[src/rtl/ale_pkg.sv]
package ale_pkg;
  parameter int LANES  = 32;
  parameter int WORD_W = 32;
  parameter int CODE_W = 3;

  localparam int LANE_ID_W = $clog2(LANES);
  localparam int VEC_W     = LANES * WORD_W;

  typedef logic [WORD_W-1:0] word_t;
  typedef logic [CODE_W-1:0] code_t;
endpackage

[src/rtl/ale_lane_shift.sv]
module ale_lane_shift
  import ale_pkg::*;
#(
  parameter int LANE_IDX = 0
) (
  input  code_t code_i,
  output word_t ofs_o
);
  localparam logic [LANE_ID_W-1:0] LaneId = LANE_ID_W'(LANE_IDX);

  // code 0 is the reserved zero-stride value
  always_comb begin
    ofs_o = '0;
    if (code_i != '0) ofs_o = WORD_W'(LaneId) << (code_i - CODE_W'(1));
  end
endmodule

[src/rtl/ale_lane_add.sv]
module ale_lane_add
  import ale_pkg::*;
(
  input  word_t base_i,
  input  word_t ofs_i,
  input  logic  en_i,
  output word_t sum_o
);
  always_comb sum_o = en_i ? (base_i + ofs_i) : '0;
endmodule

[src/rtl/affine_lane_expander.sv]
module affine_lane_expander
  import ale_pkg::*;
(
  input  logic              clk_i,
  input  logic              rst_ni,
  input  logic              valid_i,
  input  logic [WORD_W-1:0] base_i,
  input  logic [CODE_W-1:0] code_i,
  input  logic [LANES-1:0]  mask_i,
  output logic              valid_o,
  output logic [VEC_W-1:0]  vec_o
);
  word_t lane_d [LANES];
  word_t lane_q [LANES];
  logic  valid_q;

  for (genvar i = 0; i < LANES; i++) begin : g_lane
    word_t ofs;

    ale_lane_shift #(.LANE_IDX(i)) u_shift (
      .code_i (code_i),
      .ofs_o  (ofs)
    );

    ale_lane_add u_add (
      .base_i (base_i),
      .ofs_i  (ofs),
      .en_i   (mask_i[i]),
      .sum_o  (lane_d[i])
    );

    always_ff @(posedge clk_i or negedge rst_ni) begin
      if (!rst_ni)      lane_q[i] <= '0;
      else if (valid_i) lane_q[i] <= lane_d[i];
    end

    assign vec_o[i*WORD_W +: WORD_W] = lane_q[i];

    // unrequested lane is zero next cycle
    p_masked_zero_r6: assert property (@(posedge clk_i) disable iff (!rst_ni)
      (valid_i && !mask_i[i]) |=> (vec_o[i*WORD_W +: WORD_W] == '0));

    // zero stride gives the base on every requested lane
    p_uniform_r3: assert property (@(posedge clk_i) disable iff (!rst_ni)
      (valid_i && mask_i[i] && code_i == '0) |=>
        (vec_o[i*WORD_W +: WORD_W] == $past(base_i)));

    if (i > 0) begin : g_step
      // neighbouring requested lanes differ by the coded stride
      p_stride_r4: assert property (@(posedge clk_i) disable iff (!rst_ni)
        (valid_i && mask_i[i] && mask_i[i-1] && code_i != '0) |=>
          (vec_o[i*WORD_W +: WORD_W] - vec_o[(i-1)*WORD_W +: WORD_W]
            == (WORD_W'(1) << ($past(code_i) - CODE_W'(1)))));
    end
  end

  always_ff @(posedge clk_i or negedge rst_ni) begin
    if (!rst_ni) valid_q <= 1'b0;
    else         valid_q <= valid_i;
  end

  assign valid_o = valid_q;

  // lane 0 carries the base
  p_lane0_base_r2: assert property (@(posedge clk_i) disable iff (!rst_ni)
    (valid_i && mask_i[0]) |=> (vec_o[WORD_W-1:0] == $past(base_i)));

  // one cycle of latency on the valid flag
  p_valid_rise_r7: assert property (@(posedge clk_i) disable iff (!rst_ni)
    valid_i |=> valid_o);
  p_valid_drop_r7: assert property (@(posedge clk_i) disable iff (!rst_ni)
    !valid_i |=> !valid_o);

  // idle cycles leave the output untouched
  p_hold_r8: assert property (@(posedge clk_i) disable iff (!rst_ni)
    !valid_i |=> $stable(vec_o));
endmodule

[config.mk]
export PLATFORM = sky130hd
export DESIGN_NAME = affine_lane_expander
export DESIGN_NICKNAME = d
export VERILOG_FILES = /design/src/rtl/ale_pkg.sv /design/src/rtl/ale_lane_shift.sv /design/src/rtl/ale_lane_add.sv /design/src/rtl/affine_lane_expander.sv
export SDC_FILE = /design/constraint.sdc
export NUM_CORES = 2
export LEC_CHECK = 0
export ABC_CLOCK_PERIOD_IN_PS = 1350
export BUFFER_PORTS_ARGS = -buffer_cell sky130_fd_sc_hd__buf_2
export CAP_MARGIN = 10
export CORE_AREA = 2 2 421 423
export CTS_CLUSTER_SIZE = 20
export DETAILED_ROUTE_END_ITERATION = 7
export DIE_AREA = 0 0 423 425
export PLACE_DENSITY = 0.53
export SLEW_MARGIN = 20
export SYNTH_ARGS = -nofsm -noshare
export SYNTH_HDL_FRONTEND = slang
export SYNTH_SLANG_ARGS = --single-unit
[constraint.sdc]
create_clock -name clk_i -period 1.35 [get_ports clk_i]
set_input_delay 0.135 -clock clk_i [delete_from_list [all_inputs] [get_ports clk_i]]
set_output_delay 0.135 -clock clk_i [all_outputs]
set_load 0.05 [all_outputs]
==> impl_metrics.ini <==
[status]
status = finished with violations
violations = hold timing, setup timing

[die]
coreArea_mm2 = 0.175
die_width_um = 423
fp.dieH_um = 425
initial_core_util_pct = 34.8
io_pins = 1095
fp.dieArea_mm2 = 0.180
rows = 154

[detailed_routing]
dr_total_vias = 67921
dr.pass1.iters = 6
wl_um = 419000
drt-vias-per-instance = 5.84
drc = 0
drt-initial-drc-count = 8293
drt-wirelength-per-cell_um = 36.0
ant_nets = 0

[yosys]
synth_cells = 6531
syn_nets = 6743
synth-xor-area-share_pct = 11.8
synth_common_cells = dfrtp_1 (1025), nand2_1 (518), xnor2_1 (487)
synth_top_area_share_pct = 42.0
synth_fa_ha_area_share_pct = 3.39
async_flop_share_pct = 100
synth_area_leaders = dfrtp_1 (42%), xnor2_1 (7.0%), o2bb2ai_1 (6.1%), xor2_1 (4.8%), nand2_1 (3.2%)
synth-compound-area-share_pct = 22.9
synth_top_cell_by_area = dfrtp_1
synth_top_family_by_area = compound AO/OA/AOI/OAI gates
ys_ff_latch = 1025
yosysSeqAreaShare_pct = 42.0
yosysMostFrequentCell = dfrtp_1
syn_area_per_cell_um2 = 9.36
yosys_warnings = 0
synth_edf_count = 0
synth.distinct_cells = 119
synth_flop_cell = dfrtp_1
synthSimpleGateAreaFrac_pct = 14.0
syn_area_mm2 = 0.0611
synthMuxAreaShare_pct = 0.510

[critical_path]
critical_path_required_ns = 2.03
r2r_slack_ns = 0.31
worst_ep_arrival_time_ns = 3.79
worstSetupStartpointType = primary input
ff2ff_path_depth = 2
cp_max_fo = 5
critPathKind = primary input to register
cp-end-kind = register

[timing]
setup_viol = 2703
hold_viol = 4
rsz0062_at_grt = true
max_slew_margin_pct = 43.1
timing.fmax_mhz = 322
finClkSkew_ns = 0
fin_worst_hold_slack_ns = -0.136
slew_violations = 0
period_needed_ns = 3.10
setup_slack_ns = -1.75
max_slew.worst_pin.slew_ns = 0.845
final.period_utilization_pct = 230

[global_routing]
gr-total-overflow = 0
met3_usage_pct = 9.23
grt_pass1_vias = 64645
grt_usage_pct = 45.0
grt_most_used_layer = met2
use_met1_pct = 57.9
grt_use_met2_pct = 67.2
grt_antenna_before_repair = 15
grt_max_degree = 102
grt_pass1_wl_um = 559000

[power_and_ir_drop]
peakVddDrop_mv = 1.28
p_leak_uw = 0.0435
powerDensity_mw_per_mm2 = 1270

[clocking]
clock_path_buffers = 3
clock-sinks = 1025
clk_transition_reported_paths_ns = 0.07
clk_latency_ns = 0.79
h-tree-depth = 3
ctsHoldBuffers = 57
cts_tree = yes
root_buffer = clkbuf_16
cts_buffers = 118

[layout]
fin_cells = 11636
syn_to_final_growth_pct = 53.5
drive_above_1_share_pct = 43.6
final_nets = 9405

[place]
placedCellCount = 11222
place_ws_ns = -2.91
gp_congestion = 1.04
dp_hpwl_um = 337000
numPortBuffers = 1094

[flow_run]
max_cap_violations = 0

[min_path]
min_path_type = primary input to register
whs_path_depth = 4
where the power goes:
group          internal [uW]  switching [uW]  leakage, uW  total (uW)
clock                  20100           15100      0.00201       35200
sequential             33900            2420       0.0133       36300
combinational          15300           32400       0.0282       47800
total                  69300           50000       0.0435      119000
kinds of logic (layout without fill, tap and decap cells):
family | Yosys count | count (layout)
and+or+nand+nor | 1779 | 1779
other | 0 | 6
AOI/OAI and AO/OA | 1874 | 1874
xor gates and xnor gates | 822 | 822
adders and majority gates | 171 | 171
DFF | 1025 | 1025
buffers and inverters | 831 | 3590
muxes | 29 | 29
stage by stage:
step | power [uW] | hold slack, ns | cell area, um2 | util [%] | setup TNS, ns
after floorplan | 59300 | -0.161 | 61700 | - | -1790.91
after global placement | 80700 | -0.0138 | 84100 | 48.0 | -2163.03
after detailed placement | 80700 | -0.0137 | 84100 | 48.0 | -2184.01
after CTS | 117000 | -0.0743 | 91100 | 52.0 | -1581.37
after global routing | 122000 | -0.110 | 93800 | 53.5 | -1726.21
final | 119000 | -0.136 | 93800 | 53.5 | -1602.18
worst paths after layout:
check                      startpoint         end
setup / recovery            code_i[1]   vec_o[62]
hold / removal              base_i[2]  vec_o[642]
setup reg to reg           vec_o[344]  vec_o[344]
hold reg to reg            vec_o[238]  vec_o[238]
max in group asynchronous      rst_ni  vec_o[864]
min in group asynchronous      rst_ni   vec_o[86]
registers in the layout, indices dropped and copies added (netlist names):
name / flops
vec_o: 1024
valid_o: 1
metal layers:
layer | up-vias | share of wire (%)
li1 | 28609 | -
met1 | 34398 | 39
met2 | 3908 | 43
met3 | 1000 | 8.7
met4 | 6 | 9.2
met5 | - | 0.011
cell usage in the layout (no fill, tap or decap), types with 57 or more instances in the layout:
cell / Yosys / routed
ha_1: 142 / 102
a31o_2: 158 / 153
inv_1: 261 / 251
buf_2: 37 / 1071
nor2b_1: 172 / 169
dfrtp_1: 1025 / 1025
xnor2_1: 487 / 465
xor2_1: 335 / 326
nand2_1: 518 / 470
o2bb2ai_1: 425 / 422
buf_4: 11 / 1652
a21oi_1: 229 / 169
buf_12: 0 / 217
o21ai_0: 335 / 284
dlygate4sd3_1: 0 / 57
nand3_1: 323 / 312
buf_6: 9 / 89
clkbuf_16: 0 / 121
nor2_1: 421 / 339
o31ai_1: 153 / 131
worst max-delay path, stage by stage:
cell        delay, ns
buf_8            0.10
clkinvlp_4       0.08
ha_4             0.15
inv_4            0.04
ha_4             0.31
inv_4            0.04
and3_4           0.17
ha_4             0.19
buf_6            0.14
ha_4             0.17
a31o_4           0.23
buf_12           0.12
maj3_2           0.31
a22o_4           0.26
a41o_4           0.24
o31ai_4          0.25
buf_12           0.20
buf_16           0.20
nor2_2           0.06
xor2_2           0.17
a31o_2           0.20
repair_timing:
item                                    4_1_cts  5_1_grt
buffers inserted                             61       87
pin swaps                                   114      162
endpoints found under the setup margin     1950     2722
hold endpoints to repair                   1552        4
cloned                                        3        1
resized for setup                           358      413
layout make-up:
cell class	count	area, um2
Antenna cell	6	15.0
Tap cell	2340	2930
Inverter	267	1040
Multi-Input combinational cell	4675	36000
Clock inverter	45	638
Clock buffer	172	3510
Fill cell	16480	81600
Timing Repair Buffer	3106	24000
Sequential cell	1025	25600
No activity file was read; power rests on OpenSTA's default activity.
